===== src/rtl/sat_alu.sv =====
module sat_alu #(
  parameter int W = 32
) (
  input  logic         clk,
  input  logic         rst_n,
  input  logic [1:0]   opcode,
  input  logic [W-1:0] a_in,
  input  logic [W-1:0] b_in,
  input  logic         sat_en,
  input  logic         sticky_clr,
  output logic [W-1:0] result,
  output logic [4:0]   status,
  output logic [1:0]   sticky
);

  localparam logic [W-1:0] MAX_POS = {1'b0, {(W-1){1'b1}}};
  localparam logic [W-1:0] MIN_NEG = {1'b1, {(W-1){1'b0}}};
  localparam logic [1:0]   OP_NONE = 2'd0;
  localparam logic [1:0]   OP_CMP  = 2'd3;

  logic         active, is_sub, writes;
  logic [W-1:0] b_eff, raw, fin;
  logic [W:0]   sum_x;
  logic         carry, ovf, pos_ovf, neg_ovf;

  assign active = (opcode != OP_NONE);
  assign is_sub = opcode[1];
  assign writes = active && (opcode != OP_CMP);

  assign b_eff = is_sub ? ~b_in : b_in;
  assign sum_x = {1'b0, a_in} + {1'b0, b_eff} + (W+1)'(is_sub);
  assign raw   = sum_x[W-1:0];
  assign carry = sum_x[W];

  assign ovf     = (a_in[W-1] == b_eff[W-1]) && (raw[W-1] != a_in[W-1]);
  assign pos_ovf = ovf && !a_in[W-1];
  assign neg_ovf = ovf &&  a_in[W-1];

  assign fin = (sat_en && ovf) ? (a_in[W-1] ? MIN_NEG : MAX_POS) : raw;

  always_ff @(posedge clk) begin
    if (!rst_n) begin
      result <= '0;
      status <= '0;
      sticky <= '0;
    end else begin
      if (active)
        status <= {1'b0, carry, ovf, fin[W-1], (fin == '0)};
      if (writes)
        result <= fin;
      sticky <= (sticky_clr ? 2'b00 : sticky) |
                (active ? {neg_ovf, pos_ovf} : 2'b00);
    end
  end


  invalid_zero_chk: assert property (@(posedge clk) disable iff (!rst_n)
    status[4] == 1'b0);


  zero_neg_excl_chk: assert property (@(posedge clk) disable iff (!rst_n)
    !(status[0] && status[1]));


  zero_flag_chk: assert property (@(posedge clk) disable iff (!rst_n)
    writes |=> (status[0] == (result == '0)));


  sat_pos_chk: assert property (@(posedge clk) disable iff (!rst_n)
    (writes && sat_en && pos_ovf) |=> (result == MAX_POS));


  sat_neg_chk: assert property (@(posedge clk) disable iff (!rst_n)
    (writes && sat_en && neg_ovf) |=> (result == MIN_NEG));


  cmp_hold_chk: assert property (@(posedge clk) disable iff (!rst_n)
    (opcode == OP_CMP) |=> $stable(result));


  nop_hold_chk: assert property (@(posedge clk) disable iff (!rst_n)
    (opcode == OP_NONE) |=> ($stable(result) && $stable(status)));


  sticky_keep_chk: assert property (@(posedge clk) disable iff (!rst_n)
    !sticky_clr |=> ((sticky & $past(sticky)) == $past(sticky)));


  sticky_clr_chk: assert property (@(posedge clk) disable iff (!rst_n)
    (sticky_clr && !active) |=> (sticky == 2'b00));

endmodule


===== config.mk =====
export PLATFORM = sky130hd
export DESIGN_NAME = sat_alu
export DESIGN_NICKNAME = d
export VERILOG_FILES = /design/src/rtl/sat_alu.sv
export SDC_FILE = /design/constraint.sdc
export NUM_CORES = 1
export LEC_CHECK = 0
export BUFFER_PORTS_ARGS = -buffer_cell sky130_fd_sc_hd__buf_2
export CAP_MARGIN = 5
export CORE_MARGIN = 2
export CORE_UTILIZATION = 40
export DETAILED_ROUTE_END_ITERATION = 6
export GPL_TIMING_DRIVEN = 0
export HOLD_SLACK_MARGIN = 0.08
export SETUP_SLACK_MARGIN = 0.05
export SYNTH_ARGS = -nofsm -noshare
export SYNTH_HDL_FRONTEND = slang
export SYNTH_SLANG_ARGS = --single-unit

===== constraint.sdc =====
create_clock -name clk -period 7.1 [get_ports clk]
set_input_delay 1.065 -clock clk [delete_from_list [all_inputs] [get_ports clk]]
set_output_delay 1.065 -clock clk [all_outputs]
set_load 0.02 [all_outputs]

==> results of run 1 <==
==> state kept, by name, summed over array words and instances (netlist names) <==
name and cells:
status 4, result 32, sticky 2
==> through the flow <==
step                      power [W]  setup slack (ns)  utilization, %  area, sq um
after floorplan            0.000625              2.80               -         3750
after global placement     0.000771              2.06            48.3         4420
after detailed placement   0.000776              2.05            48.3         4420
after CTS                  0.000959              2.34            49.4         4530
after global routing        0.00103              1.97            49.4         4530
final                      0.000961              2.36            49.4         4530
==> power by group <==
group,switching [W],internal (W),total (W)
sequential,0.0000161,0.000244,0.000260
clock,0.0000794,0.000103,0.000183
combinational,0.000320,0.000198,0.000518
==> cell type report <==
type	instances	area (sq um)	area share (%)
tap	111	139	3.07
buffer	28	118	2.60
multi-input combinational	421	2820	62.3
clock inverter	3	40.0	0.885
sequential	38	761	16.8
clock buffer	5	68.8	1.52
timing repair buffer	106	531	11.7
inverter	13	48.8	1.08
==> worst paths after layout <==
| kind | startpoint | end | slack [ns] | depth (start not counted) |
|---|---|---|---|---|
| setup / recovery | opcode[1] | result[20] | 2.36 | 15 |
| hold / removal | sticky[0] | sticky[0] | 0.46 | 2 |
| setup reg to reg | result[1] | result[1] | 6.34 | 3 |
| hold reg to reg | sticky[0] | sticky[0] | 0.46 | 2 |
==> routing by layer <==
metal	vias up	track usage [%]	share of wire (%)
li1	2054	-	-
met1	1871	30.3	48
met2	103	37.3	46
met3	14	2.70	4.2
met4	0	4.64	1.4
met5	-	0	0
==> cell usage in the layout (no fill, tap or decap), types with 5 or more instances in the layout <==
cell type,netlist,routed
a21oi_1,76,76
nor3_1,7,7
nand2b_1,13,13
clkbuf_8,0,5
clkbuf_1,25,25
o211ai_1,6,6
nand4_1,8,8
and3_1,5,5
nor2_1,27,27
nand2_1,36,36
buf_2,1,107
and2_1,6,6
xor2_1,45,45
o21ai_0,37,37
xnor2_1,13,13
nand3_1,14,14
o21ai_1,5,5
a31oi_1,7,7
nor2b_1,5,5
a211oi_1,6,6
inv_1,13,13
a21o_1,12,12
dfxtp_1,38,38
ha_1,33,33
o21a_1,6,6
==> kinds of logic (layout without fill, tap and decap cells) <==
| group | count (synthesis) | after routing | share of synthesized area [%] |
|---|---|---|---|
| fa+ha+maj | 34 | 34 | 11.6 |
| buf+inv | 41 | 155 | 4.44 |
| mux | 3 | 3 | 0.835 |
| xor+xnor | 58 | 58 | 13.6 |
| flops | 38 | 38 | 20.3 |
| other cells | 1 | 1 | 0.100 |
| compound gates | 186 | 186 | 30.3 |
| simple gates | 139 | 139 | 19.0 |
==> critical path, stage by stage <==
cell,delay [ns]
buf_6,0.10
clkbuf_1,0.54
xor2_1,0.20
ha_1,0.24
clkbuf_1,0.20
and4_1,0.30
a221oi_1,0.38
nand2_1,0.17
o2111a_1,0.29
o21ai_1,0.23
nand3_1,0.28
nor2_2,0.42
buf_2,0.28
a21oi_1,0.08
a21oi_1,0.16
==> results.sh, run 1 <==
export IMPL_slew_violations=0
export IMPL_synth_cells=500
export IMPL_syn_num_nets=604
export IMPL_fin_cells=725
export IMPL_dp_hpwl_microns=9190
export IMPL_cts_tree="built"
export IMPL_fmax_mhz=211
export IMPL_status="finished clean"
export IMPL_crit_required_ns=7.32
export IMPL_finalSetupViolations=0
export IMPL_worst_slew_pin_slew_ns=0.708
export IMPL_grt_max_degree=13
export IMPL_hp_class="reg2reg"
export IMPL_leakage_nw=2.13
export IMPL_skew_ns=0
export IMPL_dp_cells=717
export IMPL_synth_top_area_share_pct=20.3
export IMPL_synth_avg_cell_area_sq_um=7.49
export IMPL_drt_iter0_drc=155
export IMPL_ys_types=60
export IMPL_die_h_microns=101
export IMPL_synth_edf_count=0
export IMPL_crit_fanout=10
export IMPL_cts_resized=0
export IMPL_routed_via_density=5.58
export IMPL_drt_wl_total_microns=11200
export IMPL_crit_arrival_ns=4.96
export IMPL_row_count=35
export IMPL_drc_errors=0
export IMPL_yosys_warnings=0
export IMPL_cts_buffer_depth=2
export IMPL_synth_top_area_cell="dfxtp_1"
export IMPL_track_usage_pct=22.1
export IMPL_fp_dieArea_sq_um=10200
export IMPL_period_needed_ns=4.74
export IMPL_critical_path_class="in2reg"
export IMPL_cp_start_kind="input port"
export IMPL_gp_congestion=0.855
export IMPL_slew_headroom_pct=52.8
export IMPL_portBuffers=106
export IMPL_cts_num_sinks=38
export IMPL_antenna_found_initial=0
export IMPL_fin_crit_sh_pct=66.7
export IMPL_clk_pin_slew_ns=0.07
export IMPL_routedWlPerCell_microns=15.4
export IMPL_fillCellCount=962
export IMPL_whs_ns=0.464
export IMPL_rsz0062_at_grt="no"
export IMPL_fp_coreArea_sq_um=9150
export IMPL_ys_ff_latch=38
export IMPL_fin_nets=717
export IMPL_power_density_nw_per_um2=212
export IMPL_cts_hold_buf=0
export IMPL_async_flop_share_pct=0
export IMPL_num_vias=4042
export IMPL_peakVddDrop_uv=92.7
export IMPL_overflow=0
export IMPL_ant_nets=0
export IMPL_start_util_pct=40.9
export IMPL_synthTopCellsByCount="76 x a21oi_1, 45 x xor2_1, 38 x dfxtp_1, 37 x o21ai_0, 36 x nand2_1"
export IMPL_postCtsSetupBuffers=0
export IMPL_ys_seq_area_share_pct=20.3
export IMPL_area_delta_synth_final_pct=20.8
export IMPL_drtPass1Iterations=5
export IMPL_fin_tns_setup_ns=0
export IMPL_grt_pass1_vias=3819
export IMPL_clk_latency_ns=0.28
export IMPL_num_io_pins=109
export IMPL_ctsHtreeMaxLevel=2
export IMPL_grt_pass1_wl_microns=18200
export IMPL_drive_above_1_share_pct=20.4
export IMPL_antenna_cells=0
export IMPL_final_hold_violation_count=0
export IMPL_yosysMostFrequentCell="a21oi_1"
export IMPL_ys_top_cells_by_area="dfxtp_1 20%, ha_1 11%, xor2_1 11%"
export IMPL_synth_main_ff_cell="dfxtp_1"
export IMPL_cts_root_buf="clkbuf_8"
export IMPL_maxCapViolCount=0
export IMPL_synth_area_sq_um=3750
export IMPL_die_w_microns=101
export IMPL_endpoint_kind="register"
export IMPL_cts_buffers=5
No activity file was read; power rests on OpenSTA's default activity.
==> run 2: changes to the inputs <==
--- a/config.mk
+++ b/config.mk
@@ -12,6 +12,7 @@
 export DETAILED_ROUTE_END_ITERATION = 6
 export GPL_TIMING_DRIVEN = 0
 export HOLD_SLACK_MARGIN = 0.08
+export PLACE_DENSITY = 0.67
 export SETUP_SLACK_MARGIN = 0.05
 export SYNTH_ARGS = -nofsm -noshare
 export SYNTH_HDL_FRONTEND = slang
==> constraint.sdc (replaced) <==
create_clock -name clk -period 4.3 [get_ports clk]
set_input_delay 0.645 -clock clk [delete_from_list [all_inputs] [get_ports clk]]
set_output_delay 0.645 -clock clk [all_outputs]
set_load 0.02 [all_outputs]
==> run 2 against run 1 <==
Sequential cell count unchanged. Non-clock buffer count fell by 1. Clock power is 43% higher. Clock skew unchanged. Global-route usage fell by 0.50 points. Sequential power up 65%. Core utilization decreased by 0.11 points.
==> results.sh, run 2 (synthesis results as in run 1) <==
export IMPL_dp_hpwl_microns=9080
export IMPL_fin_tns_setup_ns=0
export IMPL_routedWlPerCell_microns=15.3
export IMPL_maxCapViolCount=0
export IMPL_final_common_cell="buf_2"
export IMPL_rsz0062_at_grt="no"
export IMPL_cts_hold_buf=0
export IMPL_max_stage_delay_ns=0.48
export IMPL_hp_class="reg2reg"
export IMPL_drt_iter0_drc=184
export IMPL_num_vias=4014
export IMPL_drt_wl_total_microns=11100
export IMPL_crit_required_ns=4.52
export IMPL_drive_above_1_share_pct=20.7
export IMPL_dpl_worst_slack_ns=-0.415
export IMPL_start_util_pct=40.9
export IMPL_whs_ns=0.461
export IMPL_period_needed_ns=3.93
export IMPL_finalSetupViolations=0
export IMPL_fp_dieArea_sq_um=10200
export IMPL_leakage_nw=2.12
export IMPL_path_buf_inv=2
export IMPL_num_io_pins=109
export IMPL_fin_nets=716
export IMPL_peakVddDrop_uv=149
export IMPL_grt_pass1_vias=3865
export IMPL_endpoint_kind="register"
export IMPL_cp_start_kind="input port"
export IMPL_clk_pin_slew_ns=0.08
export IMPL_antenna_found_initial=0
export IMPL_crit_top_cell="xor2_1"
export IMPL_cts_tree="built"
export IMPL_drc_errors=0
export IMPL_fmax_mhz=254
export IMPL_critPathTopFamily="compound AO/OA/AOI/OAI gates"
export IMPL_postCtsSetupBuffers=0
export IMPL_final_hold_violation_count=0
export IMPL_track_usage_pct=21.6
export IMPL_ctsHtreeMaxLevel=2
export IMPL_p_total_w=0.00154
export IMPL_die_w_microns=101
export IMPL_overflow=0
export IMPL_fillCellCount=947
export IMPL_status="finished clean"
export IMPL_antenna_cells=0
export IMPL_cts_root_buf="clkbuf_8"
export IMPL_portBuffers=106
export IMPL_gp_congestion=0.866
export IMPL_fin_ws_ns=0.368
export IMPL_cp_slowest_cell="a311o_1"
export IMPL_top_register="result"
export IMPL_slew_headroom_pct=65.1
export IMPL_grt_pass1_wl_microns=17900
export IMPL_critical_path_class="in2reg"
export IMPL_die_h_microns=101
export IMPL_path_cells="buf_6, clkbuf_2, xor2_1, ha_1, a21o_1, a22o_1, a311o_1, a211o_1, a31oi_1, xor2_1, nand4_1, nor4_2, o2111ai_1, o21ai_1"
export IMPL_crit_arrival_ns=4.15
export IMPL_cts_num_sinks=38
export IMPL_top_regs="result (32), status (4), sticky (2)"
export IMPL_cts_buffer_depth=2
export IMPL_cts_buffers=5
export IMPL_layout_common_cells="108 x buf_2, 76 x a21oi_1, 45 x xor2_1"
export IMPL_skew_ns=0
export IMPL_clk_latency_ns=0.29
export IMPL_post_route_util_pct=49.3
export IMPL_largest_reg_flops=32
export IMPL_fin_crit_sh_pct=91.4
export IMPL_routed_via_density=5.54
export IMPL_power_density_nw_per_um2=342
export IMPL_drtPass1Iterations=6
export IMPL_worst_slew_pin_slew_ns=0.520
export IMPL_ant_nets=0
export IMPL_grt_max_degree=16
export IMPL_area_delta_synth_final_pct=20.5
export IMPL_slew_violations=0
export IMPL_fp_coreArea_sq_um=9150
export IMPL_crit_fanout=15
export IMPL_row_count=35
[run 2: cell types whose count changed in the layout (fill, tap and decap cells not counted), sizes merged]
cell / before / now
bufinv: 1 / 0
clkinvlp: 0 / 1
buf: 109 / 110
clkinv: 2 / 1
clkbuf: 30 / 29
[run 2: tightest hold or removal path, delay by kind of cell (launching register included)]
kind	cells	cell delay [ns]
and+or+nand+nor	1	0.05
DFF	1	0.31
AOI/OAI and AO/OA	1	0.05
[run 2: path summary, 6_finish.rpt]
kind / startpoint / end / slack [ns] / cells past startpoint
min: sticky[0] / sticky[0] / 0.46 / 2
min reg2reg: sticky[0] / sticky[0] / 0.46 / 2
max: opcode[1] / status[0] / 0.37 / 14
max reg2reg: result[1] / result[1] / 3.55 / 3
[run 2: metal layers]
metal / vias to the layer above / wire length (microns) / GRT usage [%]
li1: 2043 / - / -
met1: 1842 / 5180 / 28.2
met2: 114 / 5290 / 38.5
met3: 15 / 483 / 2.36
met4: 0 / 142 / 4.32
met5: - / 0 / 0
[run 2: where the power goes]
part	total, W	switching, W	internal [W]	leakage [nW]
clock network	0.000261	0.000132	0.000129	0.0472
registers	0.000429	0.0000263	0.000402	0.315
logic	0.000854	0.000527	0.000327	1.76
[run 2: timing repair]
item	CTS	global route
gates resized for setup	0	6
endpoints found under the setup margin	24	29
cloned	0	0
[run 2: cell type report]
class	count	area (sq um)	area share, %
buffer	27	116	2.58
clock buffer	6	82.6	1.83
clock inverter	2	12.5	0.277
inverter	13	48.8	1.08
multi-input combinational	421	2830	62.6
sequential	38	761	16.8
tap	111	139	3.08
timing repair buffer	106	531	11.7
[run 2: per-stage QoR]
| step | area, sq um | instances |
|---|---|---|
| 2_1_floorplan | 3750 | 500 |
| 3_3_place_gp | 4420 | 717 |
| 3_5_place_dp | 4420 | 717 |
| 4_1_cts | 4510 | 724 |
| 5_1_grt | 4520 | 724 |
| 6_report | 4520 | 724 |
